### src/rtl/tvat_pkg.sv
package tvat_pkg;

  typedef enum logic [1:0] {
    FMT_B8   = 2'd0,
    FMT_B16  = 2'd1,
    FMT_B32  = 2'd2,
    FMT_PAGE = 2'd3
  } tv_fmt_e;

  localparam int unsigned OR_MIRX = 0;
  localparam int unsigned OR_MIRY = 1;
  localparam int unsigned OR_SWAP = 2;

endpackage

### src/rtl/tvat_rst_sync.sv
module tvat_rst_sync (
  input  logic clk,
  input  logic rst_n,
  output logic rst_sync_n
);
  logic [1:0] stage_q;

  always_ff @(posedge clk or negedge rst_n) begin
    if (!rst_n) stage_q <= 2'b00;
    else        stage_q <= {stage_q[0], 1'b1};
  end

  assign rst_sync_n = stage_q[1];
endmodule

### src/rtl/tvat_geom.sv
module tvat_geom #(
  parameter int unsigned CW_BITS = 14,
  parameter int unsigned CH_BITS = 13,
  parameter int unsigned BC_W    = 6
) (
  input  logic [1:0]      fmt,
  output logic            fmt_ok,
  output logic [1:0]      xdrop,
  output logic [1:0]      ydrop,
  output logic [BC_W-1:0] xbits,
  output logic [BC_W-1:0] ybits
);
  import tvat_pkg::*;

  always_comb begin
    fmt_ok = 1'b1;
    xdrop  = 2'd0;
    ydrop  = 2'd0;
    unique case (tv_fmt_e'(fmt))
      FMT_B8:   begin xdrop = 2'd0; ydrop = 2'd0; end
      FMT_B16:  begin xdrop = 2'd0; ydrop = 2'd1; end
      FMT_B32:  begin xdrop = 2'd1; ydrop = 2'd1; end
      default:  fmt_ok = 1'b0;
    endcase
    xbits = BC_W'(CW_BITS) - BC_W'(xdrop);
    ybits = BC_W'(CH_BITS) - BC_W'(ydrop);
  end
endmodule

### src/rtl/tvat_xform.sv
module tvat_xform #(
  parameter int unsigned CW_BITS = 14,
  parameter int unsigned CH_BITS = 13,
  parameter int unsigned COORD_W = 16,
  parameter int unsigned BC_W    = 6,
  localparam int unsigned IDX_W  = CW_BITS + CH_BITS,
  localparam int unsigned ADDR_W = IDX_W + 5
) (
  input  logic [1:0]        fmt,
  input  logic [2:0]        orient,
  input  logic [COORD_W-1:0] x,
  input  logic [COORD_W-1:0] y,
  input  logic              fmt_ok,
  input  logic [1:0]        xdrop,
  input  logic [1:0]        ydrop,
  input  logic [BC_W-1:0]   xbits,
  input  logic [BC_W-1:0]   ybits,
  output logic              ok,
  output logic [ADDR_W-1:0] addr,
  output logic [ADDR_W-1:0] stride
);
  import tvat_pkg::*;

  logic [ADDR_W-1:0] xmask, ymask;
  logic              in_range;
  logic [IDX_W-1:0]  xv, yv, idx, scaled;
  logic [2:0]        align;
  logic [BC_W-1:0]   st_sh;

  always_comb begin
    xmask    = (ADDR_W'(1) << xbits) - ADDR_W'(1);
    ymask    = (ADDR_W'(1) << ybits) - ADDR_W'(1);
    in_range = (ADDR_W'(x) <= xmask) && (ADDR_W'(y) <= ymask);
    ok       = fmt_ok && in_range;

    xv = IDX_W'(x) ^ (orient[OR_MIRX] ? IDX_W'(xmask) : '0);
    yv = IDX_W'(y) ^ (orient[OR_MIRY] ? IDX_W'(ymask) : '0);

    if (orient[OR_SWAP]) idx = (xv << ybits) + yv;
    else                 idx = (yv << xbits) + xv;

    align  = {1'b0, xdrop} + {1'b0, ydrop};
    scaled = idx << align;

    addr = ok ? {orient, fmt, scaled} : '0;

    st_sh  = orient[OR_SWAP] ? (BC_W'(CH_BITS) + BC_W'(xdrop))
                             : (BC_W'(CW_BITS) + BC_W'(ydrop));
    stride = fmt_ok ? (ADDR_W'(1) << st_sh) : '0;
  end
endmodule

### src/rtl/tvat_outreg.sv
module tvat_outreg #(
  parameter int unsigned ADDR_W = 32
) (
  input  logic              clk,
  input  logic              rst_n,
  input  logic              load,
  input  logic              d_ok,
  input  logic [ADDR_W-1:0] d_addr,
  input  logic [ADDR_W-1:0] d_stride,
  output logic              q_valid,
  output logic              q_ok,
  output logic [ADDR_W-1:0] q_addr,
  output logic [ADDR_W-1:0] q_stride
);
  logic              ok_n;
  logic [ADDR_W-1:0] addr_n, stride_n;

  always_comb begin
    ok_n     = q_ok;
    addr_n   = q_addr;
    stride_n = q_stride;
    if (load) begin
      ok_n     = d_ok;
      addr_n   = d_addr;
      stride_n = d_stride;
    end
  end

  always_ff @(posedge clk or negedge rst_n) begin
    if (!rst_n) begin
      q_valid  <= 1'b0;
      q_ok     <= 1'b0;
      q_addr   <= '0;
      q_stride <= '0;
    end else begin
      q_valid  <= load;
      q_ok     <= ok_n;
      q_addr   <= addr_n;
      q_stride <= stride_n;
    end
  end


  hold_when_idle_chk: assert property (@(posedge clk) disable iff (!rst_n)
    !load |=> ($stable(q_ok) && $stable(q_addr) && $stable(q_stride)));
endmodule

### src/rtl/tiled_view_xlate.sv
module tiled_view_xlate #(
  parameter int unsigned CW_BITS = 14,
  parameter int unsigned CH_BITS = 13,
  parameter int unsigned COORD_W = 16,
  localparam int unsigned IDX_W  = CW_BITS + CH_BITS,
  localparam int unsigned ADDR_W = IDX_W + 5,
  localparam int unsigned BC_W   = $clog2(ADDR_W + 1)
) (
  input  logic               clk,
  input  logic               rst_n,
  input  logic               req_valid,
  input  logic [1:0]         req_fmt,
  input  logic [2:0]         req_orient,
  input  logic [COORD_W-1:0] req_x,
  input  logic [COORD_W-1:0] req_y,
  output logic               rsp_valid,
  output logic               rsp_ok,
  output logic [ADDR_W-1:0]  rsp_addr,
  output logic [ADDR_W-1:0]  rsp_stride
);
  logic              rst_i_n;
  logic              g_fmt_ok;
  logic [1:0]        g_xd, g_yd;
  logic [BC_W-1:0]   g_xb, g_yb;
  logic              x_ok;
  logic [ADDR_W-1:0] x_addr, x_stride;

  tvat_rst_sync u_rst (
    .clk(clk), .rst_n(rst_n), .rst_sync_n(rst_i_n)
  );

  tvat_geom #(.CW_BITS(CW_BITS), .CH_BITS(CH_BITS), .BC_W(BC_W)) u_geom (
    .fmt(req_fmt), .fmt_ok(g_fmt_ok), .xdrop(g_xd), .ydrop(g_yd),
    .xbits(g_xb), .ybits(g_yb)
  );

  tvat_xform #(.CW_BITS(CW_BITS), .CH_BITS(CH_BITS), .COORD_W(COORD_W),
               .BC_W(BC_W)) u_xform (
    .fmt(req_fmt), .orient(req_orient), .x(req_x), .y(req_y),
    .fmt_ok(g_fmt_ok), .xdrop(g_xd), .ydrop(g_yd), .xbits(g_xb), .ybits(g_yb),
    .ok(x_ok), .addr(x_addr), .stride(x_stride)
  );

  tvat_outreg #(.ADDR_W(ADDR_W)) u_out (
    .clk(clk), .rst_n(rst_i_n), .load(req_valid),
    .d_ok(x_ok), .d_addr(x_addr), .d_stride(x_stride),
    .q_valid(rsp_valid), .q_ok(rsp_ok), .q_addr(rsp_addr), .q_stride(rsp_stride)
  );


  reject_zero_addr_chk: assert property (@(posedge clk) disable iff (!rst_i_n)
    !rsp_ok |-> (rsp_addr == '0));


  page_reject_chk: assert property (@(posedge clk) disable iff (!rst_i_n)
    (req_valid && req_fmt == 2'd3) |=> (!rsp_ok && rsp_stride == '0));


  fmt_field_chk: assert property (@(posedge clk) disable iff (!rst_i_n)
    req_valid |=> (!rsp_ok || rsp_addr[IDX_W +: 2] == $past(req_fmt)));


  orient_field_chk: assert property (@(posedge clk) disable iff (!rst_i_n)
    req_valid |=> (!rsp_ok || rsp_addr[IDX_W+2 +: 3] == $past(req_orient)));


  stride_pow2_chk: assert property (@(posedge clk) disable iff (!rst_i_n)
    rsp_valid |-> $onehot0(rsp_stride));


  valid_follow_chk: assert property (@(posedge clk) disable iff (!rst_i_n)
    req_valid |=> rsp_valid);
endmodule

### config.mk
export PLATFORM = sky130hd
export DESIGN_NAME = tiled_view_xlate
export DESIGN_NICKNAME = d
export VERILOG_FILES = /design/src/rtl/tvat_pkg.sv /design/src/rtl/tvat_rst_sync.sv /design/src/rtl/tvat_geom.sv /design/src/rtl/tvat_xform.sv /design/src/rtl/tvat_outreg.sv /design/src/rtl/tiled_view_xlate.sv
export SDC_FILE = /design/constraint.sdc
export NUM_CORES = 1
export LEC_CHECK = 0
export BUFFER_PORTS_ARGS = -buffer_cell sky130_fd_sc_hd__buf_4
export CORE_MARGIN = 1.5
export CORE_UTILIZATION = 37
export CTS_CLUSTER_SIZE = 10
export DETAILED_ROUTE_END_ITERATION = 10
export PLACE_DENSITY = 0.66
export SLEW_MARGIN = 20
export SYNTH_ARGS = -nofsm -noshare
export SYNTH_HDL_FRONTEND = slang
export SYNTH_HIERARCHICAL = 1
export SYNTH_SLANG_ARGS = --single-unit
### constraint.sdc
create_clock -name clk -period 3.3 [get_ports clk]
set_clock_uncertainty 0.05 [all_clocks]
set_input_delay 0.66 -clock clk [delete_from_list [all_inputs] [get_ports clk]]
set_output_delay 0.66 -clock clk [all_outputs]
set_load 0.05 [all_outputs]
After elaboration in Yosys (flattened, before gate mapping)
Cells that the tools add are included.

Shifts and indexed selects: 6. Order comparisons: 2. Equal/unequal tests: 2. Muxes and demuxes: 9. Add/subtract/negate cells: 9. Reductions and logical operators: 5. Bitwise operators: 2.

Operators by type and width (count): $shl A1 B6 Y32 const A (3); $mux W27 (3); $le A16 B32 Y1 (2); $mux W32 (2); $sub A32 B2 Y32 const B (2); $add A27 B27 Y27 (2); $shl A27 B6 Y27 (2); $xor A16 B27 Y27 (2); $shl A27 B3 Y27 (1); $add A4 B1 Y5 const A (2); $sub A4 B1 Y5 const A (2); $mux W6 (1); $mux W1 (3); $reduce_or A3 Y1 (1); $add A1 B1 Y2 (1); $eq A2 B1 Y1 const B (1); $eq A2 B2 Y1 const B (1); $logic_and A1 B1 Y1 (2); $logic_not A2 Y1 (1); $reduce_or A2 Y1 (1).

Output and inout port bits: 66. Word-level logic and storage cells: 40. Input bits: 40. Bits in registers: 68.

Depth between registers and ports, before layout
Gate-level depths: netlist of the first run.

Depth after elaboration: 13. Gate-level depth with buffers: 36. Gate-level depth less buffers: 30.

Cells and area by module
Netlist of the first run, hierarchy kept.

By module, submodules not included: tvat_xform (times used 1, seq. area each 0.0 um2, cells an instance 1482, area an instance 9726.8 um2); tvat_outreg (times used 1, seq. area each 1651.6 um2, cells an instance 138, area an instance 2643.8 um2); tvat_geom (times used 1, seq. area each 0.0 um2, cells an instance 21, area an instance 150.1 um2); tvat_rst_sync (times used 1, seq. area each 50.0 um2, cells an instance 3, area an instance 53.8 um2).

Least setup slack after synthesis of the first run
No wires, ideal clock.

Path kind: input -> register. From: input req_fmt[0]. To: register u_out.q_addr[25]. Arrival time: 5637 ps. Setup time: 125 ps. Required time: 3125 ps. Stages on the path: 27. Path slack: -2512 ps. Buffers on the path: 5. Cell sequence: inv_1 > ha_1 > buf_2 > clkbuf_1 > buf_2 > buf_1 > buf_2 > nor2_1 > a21oi_1 > mux2i_1 > mux2_2 > nor2_1 > a21oi_1 > nor2_1 > ha_1 > a21oi_1 > nand2_1 > a221oi_1 > o221ai_1 > a2111oi_0 > nor3_1 > xor2_1 > mux2i_1 > mux2_2 > o21ai_0 > a22o_1 > mux2_4.

Longest elaborated chain between the ends: 13. Elaborated cells on any way between the ends: 30. Classes of those cells: 7 x add/sub; 2 x order compare; 2 x eq/ne; 5 x shift; 7 x mux; 2 x bitwise; 5 x reduce/logical.

Ends and longest elaborated chain: from (decl) (line tiled_view_xlate.sv:12) `input logic [1:0] req_fmt,`; $eq A2 B1 Y1 / $eq A2 B2 Y1 (equally long branches) (line tvat_geom.sv:19) `unique case (tv_fmt_e'(fmt))`; $reduce_or A2 Y1 (no source line) *; $mux W1 * (line tvat_geom.sv:19); $sub A4 B1 Y5 * (line tvat_geom.sv:26) `ybits = BC_W'(CH_BITS) - BC_W'(ydrop);`; net g_yb[0] (line tiled_view_xlate.sv:24) `logic [BC_W-1:0] g_xb, g_yb;`; $shl A1 B6 Y32 (line tvat_xform.sv:32) `ymask = (ADDR_W'(1) << ybits) - ADDR_W'(1);`; $sub A32 B2 Y32 (line tvat_xform.sv:32); $mux W27 (line tvat_xform.sv:37) `yv = IDX_W'(y) ^ (orient[OR_MIRY] ? IDX_W'(ymask) : '0);`; $xor A16 B27 Y27 (line tvat_xform.sv:37); $shl A27 B6 Y27 (line tvat_xform.sv:40) `else idx = (yv << xbits) + xv;`; $add A27 B27 Y27 (line tvat_xform.sv:40); $mux W27 (line tvat_xform.sv:39) `if (orient[OR_SWAP]) idx = (xv << ybits) + yv;`; $shl A27 B3 Y27 (line tvat_xform.sv:43) `scaled = idx << align;`; $mux W32 * (line tvat_xform.sv:45) `addr = ok ? {orient, fmt, scaled} : '0;`; net x_addr[25] (line tiled_view_xlate.sv:26) `logic [ADDR_W-1:0] x_addr, x_stride;`; to (signal assigned) (line tvat_outreg.sv:38) `q_addr <= addr_n;`; to (decl) (line tvat_outreg.sv:12) `output logic [ADDR_W-1:0] q_addr,`.

The timed path passes the listed nets; every way through them passes the cells marked *. A chain may end at the register's enable or synchronous reset.

Worst setup path after layout of the first run
From: input req_fmt[0]. To: register u_out.q_addr[26].

Elaborated cells on any way between the ends: 30. Classes of those cells: 7 x add/sub; 2 x order compare; 2 x eq/ne; 5 x shift; 7 x mux; 2 x bitwise; 5 x reduce/logical.

RTL lines: $eq A2 B2 Y1 * (line tvat_geom.sv:19); $mux W1 * (line tvat_geom.sv:19); $sub A4 B1 Y5 * (line tvat_geom.sv:25) `xbits = BC_W'(CW_BITS) - BC_W'(xdrop);`; net g_xb[1] (line tiled_view_xlate.sv:24); $shl A1 B6 Y32 (line tvat_xform.sv:31) `xmask = (ADDR_W'(1) << xbits) - ADDR_W'(1);`; $sub A32 B2 Y32 (line tvat_xform.sv:31); $mux W27 (line tvat_xform.sv:36) `xv = IDX_W'(x) ^ (orient[OR_MIRX] ? IDX_W'(xmask) : '0);`; $xor A16 B27 Y27 (line tvat_xform.sv:36); $shl A27 B6 Y27 (line tvat_xform.sv:39); $add A27 B27 Y27 (line tvat_xform.sv:39); $mux W27 (line tvat_xform.sv:39); $shl A27 B3 Y27 (line tvat_xform.sv:43); $mux W32 * (line tvat_xform.sv:45); net x_addr[26] (line tiled_view_xlate.sv:26).

Marks and branches as above.

==> impl_metrics.py, run 1 <==
metrics = {
    "status": {
        "status": "finished, violations left",
        "violations": "negative setup slack",
    },
    "sta": {
        "finalCritPeriodShare_pct": 143.3,
        "setup_ws_ns": -1.429,
        "finalHoldViolations": 0,
        "rsz0062_at_grt": "true",
        "clock.fmax_ghz": 0.2115,
        "tns_ns": -21.18,
        "drv_slew": 0,
        "layout_min_cycle_time_ns": 4.729,
        "slew-limit-headroom_pct": 35.99,
        "tightest_slew_ns": 0.9501,
        "final-setup-viol-count": 33,
    },
    "yosys": {
        "yosys.area_share.simple_pct": 19.90,
        "synthTopCellsByArea": "dfrtp_1 14%, ha_1 9.1%, mux2i_1 7.1%, mux2_4 6.0%, nor2_1 5.9%",
        "yosys.area.top_type": "dfrtp_1",
        "yosysTopAreaCellShare_pct": 13.53,
        "synth-compound-area-share_pct": 25.02,
        "syn_avg_cell_area_sq_um": 7.649,
        "synth-edff-count": 0,
        "synth_seq_cells": 68,
        "yosysSeqAreaShare_pct": 13.53,
        "synth_cell_type_count": 92,
        "synth_fa_ha_area_share_pct": 9.532,
        "ys.flop_type": "dfrtp_1",
        "synth_top_family_by_area": "compound AO/OA/AOI/OAI gates",
        "yosys_warnings": 6,
        "synthCells": 1644,
        "synth_xor_area_share_pct": 5.403,
        "async_flop_share_pct": 100.0,
        "synth_mux_area_share_pct": 18.43,
        "syn_area_sq_um": 12570,
    },
    "worst_setup_path": {
        "cp_max_fo": 7,
        "regToRegSetupSlack_ns": 2.22,
        "rr_worst_depth": 1,
        "cp.depth": 24,
        "path_cells": "buf_12, inv_12, ha_4, inv_6, or3_1, mux2i_1, a311o_1, nor2_1, nor2_2, mux2i_1, nor2_1, ha_1, o21ai_1, o21ai_1, a22oi_2, a21oi_2, a21oi_1, o21ba_2, mux2_4, a211o_1, a22o_1, or2_4, o21ai_2, mux2_4",
        "cp_top_family": "compound AO/OA/AOI/OAI gates",
        "crit_buf_inv": 3,
        "crit_type": "in2reg",
        "crit_path_top_delay_cell": "or3_1",
        "cp.required_ns": 3.53,
        "r2r-start": "u_rst/stage_q[1]",
        "critPathMaxStageDelay_ns": 0.36,
        "endpoint_kind": "flop",
        "cp.arrival_ns": 4.95,
        "cp-start-kind": "input pin",
        "r2r-end": "u_out/q_addr[25]",
    },
    "floorplanning": {
        "core_area_sq_um": 33530,
        "io_pins": 106,
        "dieArea_sq_um": 35100,
        "placementRows": 67,
        "die_h_um": 187.4,
        "die_x_um": 187.4,
        "start_util_pct": 37.50,
    },
    "grt": {
        "grt_pass1_vias": 13600,
        "grt_max_degree": 55,
        "antenna_found_initial": 0,
        "grt_pass1_wl_um": 77860,
        "gr-total-overflow": 0,
        "track_usage_pct": 28.06,
    },
    "route": {
        "num_vias": 14330,
        "drt_iter0_drc": 1562,
        "wire_per_inst_um": 20.95,
        "drt-total-wl_um": 51400,
        "ant_nets": 0,
        "drtPass1Iterations": 9,
        "viasPerCell": 5.841,
        "drc": 0,
    },
    "placed_design": {
        "io_buffers": 105,
        "dp.final_hpwl_um": 39370,
        "gp_congestion": 1.052,
    },
    "finish": {
        "syn_to_final_growth_pct": 39.46,
        "drive_gt1_share_pct": 38.05,
        "layout_commonest_cell": "buf_4",
        "layout_common_cells": "420 x buf_4, 183 x nor2_1, 108 x nand2_1, 102 x a21oi_1, 82 x ha_1",
        "nFillCells": 3141,
        "seqCellArea_sq_um": 1705,
        "multiInputGateArea_sq_um": 11010,
        "diodes": 0,
        "final_nets": 2134,
    },
    "cts": {
        "clockRootBuffer": "clkbuf_16",
        "clk_latency_ns": 0.33,
        "hold_buffers": 0,
        "cts.sinks": 68,
        "htreeDepth": 3,
        "clk_path_buf_depth": 2,
        "cts_tree": "built",
        "path_clk_slew_ns": 0.06,
        "numCtsBuffers": 9,
    },
    "power_and_ir_drop": {
        "power.total_mw": 6.910,
        "ir_drop_v": 0.0003407,
        "p_leak_nw": 8.256,
        "p_per_area_nw_per_um2": 394.0,
    },
    "hold_path": {
        "hold_class": "in2async",
    },
    "flow_run": {
        "maxCapViolations": 0,
    },
}
==> cell families after synthesis <==
kind of cell	count (synthesis)
other	4
muxes	190
and+or+nand+nor	526
adders and majority gates	94
buffers and inverters	214
DFF	68
xor gates and xnor gates	76
AOI/OAI and AO/OA	472
==> power breakdown <==
| part | leakage (nW) | switching [mW] | internal, mW | total (mW) |
|---|---|---|---|---|
| sequential | 0.827 | 0.111 | 0.995 | 1.11 |
| combinational | 7.29 | 2.66 | 2.18 | 4.84 |
| clock | 0.138 | 0.375 | 0.588 | 0.963 |
| total | 8.26 | 3.15 | 3.76 | 6.91 |
==> through the flow <==
| step | cell area, sq um | hold slack (ns) | utilization [%] | worst slack (ns) | cells |
|---|---|---|---|---|---|
| 6_report | 17540 | 0.04540 | 52.30 | -1.429 | 2453 |
| 5_1_grt | 17540 | 0.03348 | 52.30 | -1.562 | 2453 |
| 4_1_cts | 16960 | 0.03142 | 50.59 | -1.366 | 2439 |
| 3_5_place_dp | 15620 | 0.2911 | 46.57 | -1.944 | 2374 |
| 3_3_place_gp | 15620 | 0.2855 | 46.57 | -1.843 | 2374 |
| 2_1_floorplan | 12950 | 0.2812 | - | -1.677 | 1676 |
==> worst max path at each step <==
stage	end	startpoint	slack, ns
2_1_floorplan	u_out/q_addr[25]	req_fmt[0]	-1.68
3_3_place_gp	u_out/q_addr[26]	req_fmt[0]	-1.84
3_5_place_dp	u_out/q_addr[26]	req_fmt[0]	-1.94
4_1_cts	u_out/q_addr[26]	req_fmt[0]	-1.37
5_1_grt	u_out/q_addr[26]	req_fmt[0]	-1.56
6_report	u_out/q_addr[26]	req_fmt[0]	-1.43
==> timing repair <==
item	in CTS	in global routing
pin swaps	61	79
gates resized for setup	149	103
buffers inserted	61	27
gates cloned	1	0
endpoints found under the setup margin	33	33
==> cell usage after synthesis (6+ instances only) <==
cell type,n
mux2i_1,89
o21a_1,21
buf_6,7
a211o_1,7
a211oi_1,31
nand2b_1,17
clkbuf_1,59
o21ai_0,84
o211ai_1,18
or2_2,6
o21ai_1,7
o31a_1,10
nand4_1,14
a221oi_1,7
dfrtp_1,68
mux4_2,9
and3_1,12
nand2_1,116
and2_1,25
nand3_1,34
o22ai_1,10
a21oi_1,121
ha_1,91
nor4_1,9
inv_1,64
a21o_1,27
o21bai_1,6
buf_2,15
a31oi_1,20
a22oi_1,8
o31ai_1,10
xnor2_1,53
buf_4,37
nor2b_1,16
a31o_2,6
nor2_1,197
or3_1,11
mux2_2,42
xor2_1,22
mux2_4,50
buf_1,25
nor3_1,42
==> metal layers <==
| layer | wire (um) | global-route usage (%) | share of wire (%) | vias to the layer above |
|---|---|---|---|---|
| li1 | - | - | - | 6676 |
| met1 | 21610 | 36.88 | 42 | 6826 |
| met2 | 23300 | 45.34 | 45 | 690 |
| met3 | 4208 | 4.991 | 8.2 | 135 |
| met4 | 2274 | 11.41 | 4.4 | 0 |
| met5 | 0 | 0 | 0 | - |
==> flip-flops by register name (all words and copies together) (netlist names) <==
name and cells:
u_out/q_ok 1, u_out/q_valid 1, u_rst/stage_q 2, u_out/q_addr 32
u_out/q_stride 32
==> final cells by class <==
| class | count | area share (%) |
|---|---|---|
| Tap cell | 448 | 3.196 |
| Clock inverter | 7 | 0.4281 |
| Sequential cell | 68 | 9.725 |
| Inverter | 71 | 1.719 |
| Timing Repair Buffer | 456 | 20.89 |
| Multi-Input combinational cell | 1394 | 62.76 |
| Clock buffer | 9 | 1.284 |
Power figures use the tool's default switching activity.
==> inputs of run 2 (changes only) <==
- CELL_PAD_IN_SITES_DETAIL_PLACEMENT: unset -> 0
- CELL_PAD_IN_SITES_GLOBAL_PLACEMENT: unset -> 2
- PLACE_DENSITY: 0.66 -> 0.95
==> run 2 against run 1 <==
  * Critical path depth shrank 3
  * Largest cell class unchanged
  * Utilization grew 0.15 points
  * Routed wire length shrank 0.65%
  * The flow still finishes with violations (negative setup slack)
  * Sequential share of layout area is essentially flat
==> impl_metrics.py, run 2 (same netlist as run 1, synthesis figures left out) <==
metrics = {
    "status": {
        "status": "finished, violations left",
        "violations": "negative setup slack",
    },
    "floorplanning": {
        "dieArea_sq_um": 35100,
        "placementRows": 67,
        "die_h_um": 187.4,
        "start_util_pct": 37.50,
        "die_x_um": 187.4,
        "io_pins": 106,
        "core_area_sq_um": 33530,
    },
    "finish": {
        "fin_util_pct": 52.44,
        "diodes": 0,
        "layout_common_cells": "404 x buf_4, 176 x nor2_1, 108 x nand2_1, 96 x a21oi_1, 84 x ha_1",
        "layout_commonest_cell": "buf_4",
        "drive_gt1_share_pct": 38.85,
        "reg_top3": "u_out/q_addr x32, u_out/q_stride x32, u_rst/stage_q x2",
        "nFillCells": 3069,
        "finalInstanceArea_sq_um": 17590,
        "final_nets": 2125,
        "syn_to_final_growth_pct": 39.85,
    },
    "worst_setup_path": {
        "regToRegSetupSlack_ns": 2.29,
        "endpoint_kind": "flop",
        "cp-start-kind": "input pin",
        "r2r-start": "u_rst/stage_q[1]",
        "cp-startpoint": "req_fmt[0]",
        "r2r-end": "u_out/q_addr[7]",
        "rr_worst_depth": 1,
        "cp_max_fo": 14,
        "cp.required_ns": 3.52,
        "cp.arrival_ns": 4.89,
        "crit_type": "in2reg",
    },
    "route": {
        "wire_per_inst_um": 20.90,
        "num_vias": 14520,
        "ant_nets": 0,
        "drtPass1Iterations": 6,
        "drt_iter0_drc": 1507,
        "drc": 0,
        "viasPerCell": 5.943,
        "drt-total-wl_um": 51070,
    },
    "placed_design": {
        "place_area_sq_um": 15610,
        "dp.final_hpwl_um": 38790,
        "dp_slack_ns": -1.919,
        "gp_congestion": 1.054,
        "io_buffers": 105,
    },
    "flow_run": {
        "maxCapViolations": 0,
    },
    "cts": {
        "clk_latency_ns": 0.33,
        "path_clk_slew_ns": 0.06,
        "cts.sinks": 68,
        "clockRootBuffer": "clkbuf_16",
        "cts_tree": "built",
        "clk_path_buf_depth": 2,
        "numCtsBuffers": 9,
        "htreeDepth": 3,
    },
    "sta": {
        "setup_ws_ns": -1.368,
        "tns_ns": -19.25,
        "final-setup-viol-count": 33,
        "clock.fmax_ghz": 0.2142,
        "drv_slew": 0,
        "finalCritPeriodShare_pct": 141.5,
        "tightest_slew_ns": 0.8483,
        "layout_min_cycle_time_ns": 4.668,
        "finalHoldViolations": 0,
        "slew-limit-headroom_pct": 42.85,
        "rsz0062_at_grt": "true",
    },
    "power_and_ir_drop": {
        "p_leak_nw": 8.228,
        "ir_drop_v": 0.0003232,
        "power.total_mw": 6.987,
        "p_per_area_nw_per_um2": 397.3,
    },
    "grt": {
        "grt_pass1_wl_um": 77200,
        "gr-total-overflow": 0,
        "grt_max_degree": 49,
        "track_usage_pct": 27.71,
        "antenna_found_initial": 0,
        "grt_pass1_vias": 13760,
    },
    "hold_path": {
        "hold_class": "in2async",
    },
}
[run 2: cell count changes in the layout (fill, tap and decap cells not counted), sizes merged]
cell	previous run	this run
nand2	117	118
clkbuf	9	11
bufbuf	1	0
clkinvlp	5	2
buf	455	446
[run 2: report_power, final]
| group | switching (mW) | internal [mW] |
|---|---|---|
| clock network | 0.357 | 0.600 |
| logic | 2.71 | 2.21 |
| registers | 0.109 | 0.995 |
| total | 3.18 | 3.81 |
[run 2: cell type report]
type	instances	area (sq um)	share of cell area (%)
multi-input cells	1395	11160	63.44
well taps	448	560.5	3.187
flip-flops and latches	68	1703	9.683
clock buffers	11	242.7	1.380
clock inverters	4	50.05	0.2846
inverters	71	295.3	1.679
repair buffers	446	3577	20.34
[run 2: routing by layer]
layer / track usage (%) / up-vias / routed length, um / part of all wire, %
met1: 35.96 / 6953 / 20800 / 41
li1: - / 6644 / - / -
met3: 4.972 / 149 / 4645 / 9.1
met2: 44.64 / 773 / 22920 / 45
met5: 0 / - / 0 / 0
met4: 12.66 / 0 / 2712 / 5.3
[run 2: critical path: stages]
cell	delay, ns
buf_12	0.09
inv_12	0.03
ha_4	0.29
buf_12	0.14
buf_6	0.15
buf_8	0.15
nor2b_1	0.07
a311o_1	0.37
or3_1	0.37
mux2_2	0.34
mux2i_2	0.20
nor2_1	0.08
o32ai_2	0.35
ha_1	0.25
xnor2_1	0.12
and3_1	0.21
a211o_1	0.25
a22o_1	0.25
o32a_1	0.28
o21ai_1	0.07
mux2_4	0.15
[run 2: what timing repair did]
item | 4_1_cts | 5_1_grt
hold buffers | 0 | 0
setup buffers | 39 | 26
pin swaps | 83 | 63
setup endpoints to repair | 33 | 33
gates resized for setup | 160 | 120
gates cloned | 2 | 0
[run 2: through the flow]
| step | hold WS [ns] | std cells |
|---|---|---|
| CTS | 0.04039 | 2423 |
| global route | 0.03464 | 2443 |
| detailed placement | 0.2069 | 2371 |
| finish | 0.04502 | 2443 |
| global placement | 0.2052 | 2371 |
| floorplan | 0.2812 | 1676 |
[run 2: worst max path at each step]
stage                                  end  slack [ns]
after global routing      u_out/q_addr[26]       -1.49
after floorplan           u_out/q_addr[25]       -1.68
after detailed placement  u_out/q_addr[26]       -1.92
final                     u_out/q_addr[26]       -1.37
after CTS                 u_out/q_addr[26]       -1.31
after global placement    u_out/q_addr[26]       -1.87
